## src/rtl/miss_tracker.sv

```systemverilog
module miss_tracker #(
  parameter int ADDR_W  = 26,
  parameter int LOC_W   = 10,
  parameter int REG_W   = 5,
  parameter int OFF_W   = 2,
  parameter int NUM_ENT = 4,
  parameter int NUM_TGT = 4,
  localparam int ID_W   = $clog2(NUM_ENT),
  localparam int TI_W   = $clog2(NUM_TGT),
  localparam int CNT_W  = $clog2(NUM_TGT + 1)
) (
  input  logic              clk,
  input  logic              rst_n,
  input  logic              miss_valid,
  output logic              miss_ready,
  input  logic [ADDR_W-1:0] miss_addr,
  input  logic [LOC_W-1:0]  miss_loc,
  input  logic [REG_W-1:0]  miss_reg,
  input  logic [OFF_W-1:0]  miss_off,
  output logic              req_valid,
  input  logic              req_ready,
  output logic [ADDR_W-1:0] req_addr,
  output logic [ID_W-1:0]   req_id,
  input  logic              fill_valid,
  output logic              fill_ready,
  input  logic [ID_W-1:0]   fill_id,
  output logic              rel_valid,
  input  logic              rel_ready,
  output logic [REG_W-1:0]  rel_reg,
  output logic [OFF_W-1:0]  rel_off,
  output logic [LOC_W-1:0]  rel_loc,
  output logic              rel_last
);

  logic [NUM_ENT-1:0] ent_val, ent_sent, ent_fill;
  logic [ADDR_W-1:0]  ent_addr [NUM_ENT];
  logic [LOC_W-1:0]   ent_loc  [NUM_ENT];
  logic [CNT_W-1:0]   ent_cnt  [NUM_ENT];
  logic [REG_W-1:0]   t_reg    [NUM_ENT][NUM_TGT];
  logic [OFF_W-1:0]   t_off    [NUM_ENT][NUM_TGT];

  logic               draining;
  logic [ID_W-1:0]    drn_id;
  logic [CNT_W-1:0]   drn_ptr;

  logic               hit, any_free, tgt_full, do_miss, do_req, do_fill, do_rel;
  logic [ID_W-1:0]    hit_id, free_id, pick_id, wr_id;
  logic [CNT_W-1:0]   wr_slot;

  always_comb begin
    hit = 1'b0;
    hit_id = '0;
    for (int i = 0; i < NUM_ENT; i++)
      if (ent_val[i] && !ent_fill[i] && ent_addr[i] == miss_addr) begin
        hit = 1'b1;
        hit_id = ID_W'(i);
      end
  end

  always_comb begin
    free_id = '0;
    pick_id = '0;
    for (int i = NUM_ENT - 1; i >= 0; i--) begin
      if (!ent_val[i]) free_id = ID_W'(i);
      if (ent_val[i] && !ent_sent[i]) pick_id = ID_W'(i);
    end
  end

  assign any_free   = ~&ent_val;
  assign tgt_full   = ent_cnt[hit_id] == CNT_W'(NUM_TGT);
  assign miss_ready = hit ? !tgt_full : any_free;
  assign do_miss    = miss_valid && miss_ready;
  assign wr_id      = hit ? hit_id : free_id;
  assign wr_slot    = hit ? ent_cnt[hit_id] : '0;

  assign req_valid  = |(ent_val & ~ent_sent);
  assign req_id     = pick_id;
  assign req_addr   = ent_addr[pick_id];
  assign do_req     = req_valid && req_ready;

  assign fill_ready = !draining;
  assign do_fill    = fill_valid && fill_ready;

  assign rel_valid  = draining;
  assign rel_reg    = t_reg[drn_id][drn_ptr[TI_W-1:0]];
  assign rel_off    = t_off[drn_id][drn_ptr[TI_W-1:0]];
  assign rel_loc    = ent_loc[drn_id];
  assign rel_last   = (drn_ptr + CNT_W'(1)) == ent_cnt[drn_id];
  assign do_rel     = rel_valid && rel_ready;

  always_ff @(posedge clk) begin
    if (!rst_n) begin
      ent_val  <= '0;
      ent_sent <= '0;
      ent_fill <= '0;
      draining <= 1'b0;
      drn_id   <= '0;
      drn_ptr  <= '0;
      for (int i = 0; i < NUM_ENT; i++) ent_cnt[i] <= '0;
    end else begin
      if (do_miss) begin
        ent_cnt[wr_id] <= wr_slot + CNT_W'(1);
        if (!hit) begin
          ent_val[wr_id]  <= 1'b1;
          ent_sent[wr_id] <= 1'b0;
          ent_fill[wr_id] <= 1'b0;
        end
      end
      if (do_req) ent_sent[pick_id] <= 1'b1;
      if (do_fill) begin
        ent_fill[fill_id] <= 1'b1;
        draining <= 1'b1;
        drn_id   <= fill_id;
        drn_ptr  <= '0;
      end
      if (do_rel) begin
        if (rel_last) begin
          draining <= 1'b0;
          ent_val[drn_id]  <= 1'b0;
          ent_fill[drn_id] <= 1'b0;
        end else begin
          drn_ptr <= drn_ptr + CNT_W'(1);
        end
      end
    end
  end

  always_ff @(posedge clk) begin
    if (do_miss) begin
      t_reg[wr_id][wr_slot[TI_W-1:0]] <= miss_reg;
      t_off[wr_id][wr_slot[TI_W-1:0]] <= miss_off;
      if (!hit) begin
        ent_addr[wr_id] <= miss_addr;
        ent_loc[wr_id]  <= miss_loc;
      end
    end
  end

endmodule

```

## config.mk

```make
export PLATFORM = sky130hd
export DESIGN_NAME = miss_tracker
export DESIGN_NICKNAME = d
export VERILOG_FILES = /design/src/rtl/miss_tracker.sv
export SDC_FILE = /design/constraint.sdc
export NUM_CORES = 1
export LEC_CHECK = 0
export ABC_AREA = 1
export BUFFER_PORTS_ARGS = -buffer_cell sky130_fd_sc_hd__buf_2
export CORE_MARGIN = 2
export CORE_UTILIZATION = 45
export DETAILED_ROUTE_END_ITERATION = 16
export SLEW_MARGIN = 15
export SYNTH_ARGS = -nofsm -noshare
export SYNTH_HDL_FRONTEND = slang
export SYNTH_SLANG_ARGS = --single-unit
```

## constraint.sdc

```tcl
create_clock -name clk -period 3.8 [get_ports clk]
set_input_delay 0.19 -clock clk [delete_from_list [all_inputs] [get_ports clk]]
set_output_delay 0.19 -clock clk [all_outputs]
set_load 0.005 [all_outputs]
```

* Word-level counts from Yosys, hierarchy flattened *
Memory sizes are Yosys's and may differ from the RTL's. A register that Yosys moved wholly into a read port is not among the register bits.
Cells that the tools add are included.

operators by class
  $lt $le $gt $ge = 11
  shift-type cells = 0
  $add $sub $neg = 2
  divide/modulo/power cells = 0
  mux-type cells = 78
  multiply operators = 0
  equal/unequal tests = 6
  reduce and logical (&&, ||, !) cells = 35
  bitwise gates (word level) = 13

operator list
  kind                                                         number
  == test 26 bit                                               4
  two-way mux 4 bit                                            16
  two-way mux 2 bit                                            23
  logical AND 1 bit                                            21
  two-way mux 1 bit                                            21
  AND 4 bit                                                    5
  two-way mux 20 bit                                           1
  two-way mux 3 bit                                            5
  two-way mux 5 bit                                            3
  less-than comparator 2 x 3 -> 1 bit (second input constant)  4
  NOT 4 bit                                                    3
  OR 4 bit                                                     3
  logical NOT 1 bit                                            11
  binary-select mux 5 bit (select 2 bit)                       1
  demux 5 bit (select 2 bit)                                   1
  demux 1 bit (select 2 bit)                                   4
  >= comparator 2 x 1 -> 1 bit (second input constant)         4
  two-way mux 8 bit                                            1
  adder 3 x 1 -> 3 bit (second input constant)                 2
  >= comparator 3 bit (second input constant)                  2
  NOT 2 -> 3 bit                                               2
  binary-select mux 2 bit (select 2 bit)                       1
  demux 2 bit (select 2 bit)                                   1
  AND reduction 4 bit                                          1
  other kinds (5)                                              5

storage, ports and cells
  memories = 5
  register bits after elaboration = 18
  memory bits (read-only) = 0
  bits in latches = 0
  memory bits (writable) = 268
  word-level logic and storage cells = 156

memory list
  name      depth  bits a word  read ports  clocked after Yosys merged registers in  write ports  RTL line  source
  ent_addr  4      26           5           0                                        1            36        logic [ADDR_W-1:0] ent_addr [NUM_ENT];
  t_reg     4      20           1           1                                        1            39        logic [REG_W-1:0] t_reg [NUM_ENT][NUM_TGT];
  ent_loc   4      10           1           1                                        1            37        logic [LOC_W-1:0] ent_loc [NUM_ENT];
  t_off     4      8            1           1                                        1            40        logic [OFF_W-1:0] t_off [NUM_ENT][NUM_TGT];
  ent_cnt   4      3            2           1                                        4            38        logic [CNT_W-1:0] ent_cnt [NUM_ENT];

* Depth between registers and ports, before layout *
Gate-level depths: netlist of run 1.

  depth after elaboration = 23
  gate-level depth with buffers = 22

* Worst setup path after synthesis of run 1 *
No wires, ideal clock.

  path type = register to register
  from = memory ent_addr[1][8]
  to = memory ent_addr[0][0], enable pin
  library setup time = 0.391 ns
  cell stages (with the launch flop) = 16
  slack = 0.946 ns
  arrival time = 2.464 ns
  period minus slack after synthesis = 2.854 ns
  required time = 3.409 ns
  path through = edfxtp_1 xnor2_1 nand2_1 nor2_1 nand3_1 nor2_4 nand2_2 nand2_2 nand2_1 nand2_1 nand2_1 nand2_2 nor2_2 nor2_4 nand4_1 inv_1

RTL lines
  item                RTL line
  start: declaration  36

==> results.md, run 1 <==
* Clock Latency Late Sink at 570 ps
* CP Launch Point: ent_addr[3][24]
* CP Max Fanout at 7
* Setup tns final at 0 ps
* Clk buf depth at 3
* Initial antenna violation count at 1
* Max-cap viol count at 0
* Fin area at 0.0162 mm²
* Drt total wl at 41200 µm
* Htree depth at 1
* Clock skew at 13.6 ps
* Unrepaired setup endpoints after global routing: no
* Syn Nets at 1481
* Clock transition at path regs at 60 ps
* Cell taking the most area after synthesis: edfxtp_1
* Fillers at 2675
* Largest net degree at the start of global routing at 83
* Avg Cell Area, Syn at 9.61 µm²
* GRT Total Usage at 26.0%
* Comb pwr share at 11.6%
* Synth area leaders: edfxtp_1 (59%), nand2_1 (9.0%), nor2_1 (5.9%)
* Initial drt markers at 990
* Ant. Diodes at 0
* Area after DPL at 0.0148 mm²
* Worst EP arrival at 3450 ps
* Pwr Total at 7380 µW
* Layout Nets at 1643
* Yosys warning count at 0
* Netlist cell types at 37
* Critical Path RT at 4000 ps
* Status: finished clean
* Routed Antenna Nets at 0
* Vert. Die Dim at 178 µm
* Initial Util at 46.0%
* Layout cells sized above 1 at 12.9%
* Core area at 0.0298 mm²
* # setup viols final at 0
* Area growth from synthesis to layout at 18.2%
* Pleak at 0.00640 µW
* Global-route wire length before repair at 61700 µm
* GR Overflow Total at 0
* Reg2Reg Setup Slack at 550 ps
* CTS sink count at 288
* FF+latch count, synth at 288
* Yosys top cell area share at 58.8%
* Max Fclk at 308 MHz
* Reg-to-Reg Start: ent_addr[3][24]
* Hold Crit Class: input port to flip-flop
* Number of global-route vias before repair at 10600
* Tmin final at 3250 ps
* Internal power at 5550 µW
* Final-report hold violation count at 0
* Die Width at 178 µm
* CTS root buffer: clkbuf_16
* VDD IR max at 0.000351 V
* Worst hold start: miss_off[1]
* Via/cell ratio at 5.46
* Number of remaining DRC errors at 0
* Setup crit start kind: flip-flop
* Largest register FFs at 104
* Detailed Place HPWL at 29200 µm
* Register area share after synthesis at 61.7%
* Tcrit/Tclk final at 85.4%
* PwrDens at 456 mW/mm²
* Vias post-DR at 10900
* TritonCTS Buffers at 31
* Max-slew violations at 0
* GPL Wtd Cong at 1.05
* Worst Max-Slew Pin Slew at 945 ps
* Sw power at 1830 µW
* Buffers on Ports at 100
* Number of enable flip-flop cells after synthesis at 268
* Overall die area at 0.0318 mm²
* Switching share of power at 24.8%
* Most used flip-flop cell after synthesis: edfxtp_1
* Io pins at 101
* Sequential share of power at 49.0%
* Worst slew margin at 36.9%
* First-pass iteration count of the detailed router at 6
* DR WL/cell at 20.6 µm
* Async SR Flop Fraction at 0%
* CP Class: flip-flop to flip-flop
* CP endpoint kind: flip-flop
* Clock power share at 39.5%
* Row cnt at 63
* Cell Area, Synth at 0.0137 mm²
* Gate Count Post-Synth at 1425
* CTS tree: done
[cell families after synthesis]
family          share of synthesized area [%]
xor+xnor                                 1.60
buf+inv                                  5.80
compound gates                           11.1
simple gates                             19.3
flops                                    61.7
fa+ha+maj                               0.457
[worst paths after layout]
check	end	depth (start not counted)
worst max-delay path	t_reg[1][0]	11
worst min-delay path	t_off[3][5]	1
worst max register to register	t_reg[1][0]	11
worst min register to register	ent_sent[0]	2
[what timing repair did]
item / 4_1_cts / 5_1_grt
hold endpoints to repair: 153 / 0
resized for setup: 0 / 0
hold buffers: 43 / 0
buffers inserted: 0 / 0
[critical path, cell delays in order (launching register included)]
cell      delay, ps
edfxtp_1        400
xnor2_1         330
nor3b_1         330
nand3b_1        140
nor2_1          170
nand4_1         150
and2_0          200
o21ai_1         140
inv_1            90
nor2_1          210
inv_1           190
nor2_1          520
[layout by cell type, fill, tap and decap left out, types with 3 or more instances in the layout]
master         count
a211oi_1           4
a21oi_1           43
and3_1             3
buf_12             4
buf_2            100
buf_4             24
bufinv_16          3
clkbuf_1           8
clkbuf_16         31
clkinv_1           9
clkinv_2           4
dfxtp_1           19
dlygate4sd3_1     43
edfxtp_1         268
ha_1               5
inv_1            151
inv_2             15
nand2_1          330
nand2_2           11
nand3_1           26
nand3b_1           3
nand4_1           30
nor2_1           214
nor2_2             3
nor3_1             5
nor3b_1            4
o2111ai_1          3
o211ai_1          16
o21ai_0          123
o221ai_1          39
o22ai_1           24
or2_2              3
xnor2_1           14
xor2_1            11
[power groups by stage]
stage / sequential, µW / clock (µW) / combinational (µW)
3_5_place_dp: 3680 / 0 / 815
4_1_cts: 3610 / 2970 / 852
6_report: 3610 / 2910 / 853
5_1_grt: 3620 / 3080 / 941
2_1_floorplan: 3660 / 0 / 451
3_3_place_gp: 3680 / 0 / 809
[cells in the mapped netlist, types with 14 or more instances]
master	instances
a21oi_1	43
clkbuf_1	38
dfxtp_1	20
edfxtp_1	268
inv_1	154
inv_2	15
nand2_1	330
nand3_1	26
nand4_1	30
nor2_1	215
o211ai_1	16
o21ai_0	123
o221ai_1	39
o22ai_1	24
xnor2_1	14
[stage by stage]
| stage | cells | hold WS (ps) | setup WS [ps] | util (%) |
|---|---|---|---|---|
| global route | 2000 | 26.3 | 361 | 54.3 |
| detailed placement | 1901 | 414 | 599 | 49.6 |
| floorplan | 1425 | 289 | 946 | - |
| finish | 2000 | 39.2 | 554 | 54.3 |
| global placement | 1901 | 408 | 585 | 49.6 |
| CTS | 2000 | 18.8 | 584 | 54.3 |
[metal layers]
| metal | vias up | global-route usage, % | wire length [µm] |
|---|---|---|---|
| met5 | - | 0 | 15 |
| met4 | 2 | 10.9 | 1800 |
| met3 | 108 | 3.77 | 2490 |
| met2 | 390 | 42.9 | 19500 |
| met1 | 5217 | 34.4 | 17300 |
| li1 | 5208 | - | - |
[final cells by class]
class	instances	area [µm²]	area share, %
flip-flops and latches	288	8450	52.2
multi-input cells	926	4450	27.5
repair buffers	171	1190	7.36
clock buffers	39	806	4.98
inverters	169	634	3.92
well taps	390	488	3.01
clock inverters	17	165	1.02
No activity file was read; power rests on OpenSTA's default activity.
==> inputs of run 2 (changes only) <==
--- a/config.mk
+++ b/config.mk
@@ -10,7 +10,7 @@
 export CORE_MARGIN = 2
 export CORE_UTILIZATION = 45
 export DETAILED_ROUTE_END_ITERATION = 16
-export SLEW_MARGIN = 15
+export SLEW_MARGIN = 20
 export SYNTH_ARGS = -nofsm -noshare
 export SYNTH_HDL_FRONTEND = slang
 export SYNTH_SLANG_ARGS = --single-unit
==> constraint.sdc (replaced) <==
create_clock -name clk -period 3.8 [get_ports clk]
set_input_delay 0.38 -clock clk [delete_from_list [all_inputs] [get_ports clk]]
set_output_delay 0.38 -clock clk [all_outputs]
set_load 0.005 [all_outputs]
==> run 2 against run 1 <==
  * Critical path type is now flip-flop to output pin
  * Sequential share of layout area grew 0.74 points
  * Final area decreased by 1.4%
  * Count of clock-buffer cells in the layout fell by 7
  * Largest cell class unchanged
  * Critical path depth fell by 3
  * Via count decreased by 2.1%
  * First-iteration DRC count decreased by 0.91%
  * Clock power increased by 14%
==> results.md, run 2 (synthesis gave the netlist of run 1 again) <==
* Status: finished clean
* Worst slew margin at 36.8%
* Reg-to-Reg Start: ent_val[0]
* Via/cell ratio at 5.45
* Die Width at 178 µm
* Io pins at 101
* Setup crit start kind: flip-flop
* CP endpoint kind: output pin
* Number of remaining DRC errors at 0
* Most common cell after layout, fill and taps aside: nand2_1
* Reg2Reg Setup Slack at 410 ps
* Detailed Place HPWL at 29600 µm
* Hold Crit Class: input port to flip-flop
* Critical Path RT at 3420 ps
* Routed Antenna Nets at 0
* CP Max Fanout at 20
* Pleak at 0.00633 µW
* CP endpoint: req_addr[1]
* Drt total wl at 41300 µm
* Fillers at 2659
* CP Class: flip-flop to output pin
* # setup viols final at 0
* Crit-path slowest cell: inv_1
* Htree depth at 1
* CTS tree: done
* Layout Nets at 1605
* Row cnt at 63
* Setup tns final at 0 ps
* DR WL/cell at 21.0 µm
* # resized after CTS at 0
* Max-cap viol count at 0
* Most frequent cells in the layout: nand2_1 (330), edfxtp_1 (268), nor2_1 (214)
* Hold-fix buffers, CTS at 1
* Worst EP arrival at 3140 ps
* Vias post-DR at 10700
* Setup Buffers After CTS at 0
* Global-route wire length before repair at 62100 µm
* Core area at 0.0298 mm²
* Clock Latency Late Sink at 580 ps
* Largest register FFs at 104
* Depth of the worst register-to-register path at 14
* Area growth from synthesis to layout at 16.5%
* Worst Max-Slew Pin Slew at 947 ps
* GR Overflow Total at 0
* Initial drt markers at 981
* Tcrit/Tclk final at 92.6%
* Layout cells sized above 1 at 13.8%
* CP Buf/Inv Count at 3
* TritonCTS Buffers at 30
* Max Fclk at 284 MHz
* Ant. Diodes at 0
* Buffers on Ports at 100
* Crit path max-delay family: buffers and inverters
* Pwr Total at 7740 µW
* Clock transition at path regs at 70 ps
* CP max stage delay at 710 ps
* VDD IR max at 0.000474 V
* Number of global-route vias before repair at 10500
* First-pass iteration count of the detailed router at 5
* Tmin final at 3520 ps
* Vert. Die Dim at 178 µm
* Unrepaired setup endpoints after global routing: no
* Initial antenna violation count at 0
* GPL Wtd Cong at 1.03
* Clk buf depth at 3
* PwrDens at 485 mW/mm²
* Clock skew at 20.3 ps
* Largest net degree at the start of global routing at 83
* Critical path depth in cells at 8
* CTS root buffer: clkbuf_16
* Overall die area at 0.0318 mm²
* Reg-to-reg endpoint: t_reg[1][2]
* Max-slew violations at 0
* CP Launch Point: ent_val[2]
* Initial Util at 46.0%
* Cell chain of the critical path: inv_1 > nor2_1 > nor3_1 > o21ai_1 > nor2_1 > inv_1 > o221ai_1 > buf_2
* Final-report hold violation count at 0
* CTS sink count at 288
* GRT Total Usage at 26.4%
==> run 2: final cells by class <==
type,count,area (µm²),share of cell area [%]
Sequential cell,288,8450,52.9
Multi-Input combinational cell,926,4450,27.9
Timing Repair Buffer,134,808,5.06
Clock buffer,32,758,4.75
Inverter,169,634,3.97
Tap cell,390,488,3.06
Clock inverter,24,368,2.30
==> run 2: worst min path at each step <==
stage / start / endpoint / slack, ps / depth (start not counted)
final: miss_loc[2] / ent_loc[2][2] / 30 / 1
after global routing: miss_loc[5] / ent_loc[0][5] / 20 / 1
after CTS: miss_loc[7] / ent_loc[0][7] / 2 / 1
after detailed placement: ent_sent[0] / ent_sent[0] / 450 / 2
after global placement: ent_sent[0] / ent_sent[0] / 450 / 2
after floorplan: ent_fill[2] / ent_fill[2] / 440 / 2
==> run 2: stage by stage <==
stage	worst slack, ps	cells	area, µm²	utilization [%]	hold slack, ps
after floorplan	829	1425	13700	-	441
after global placement	477	1906	14800	49.7	450
after detailed placement	477	1906	14800	49.7	454
after CTS	355	1963	16000	53.6	2.11
after global routing	126	1963	16000	53.6	20.1
final	283	1963	16000	53.6	28.9
==> run 2: power breakdown <==
group	switching [µW]	total (µW)	internal (µW)	leakage [µW]
registers	49.8	3610	3560	0.00262
logic	558	819	262	0.00316
clock network	1260	3310	2060	0.000547
total	1860	7740	5880	0.00633
==> run 2: layer usage <==
metal  vias to the layer above  part of all wire (%)  track usage (%)
met3                        79                   5.9             3.47
li1                       5134                     -                -
met1                      5115                    42             34.9
met4                         0                   3.5             9.32
met2                       370                    48             44.5
met5                         -                     0                0
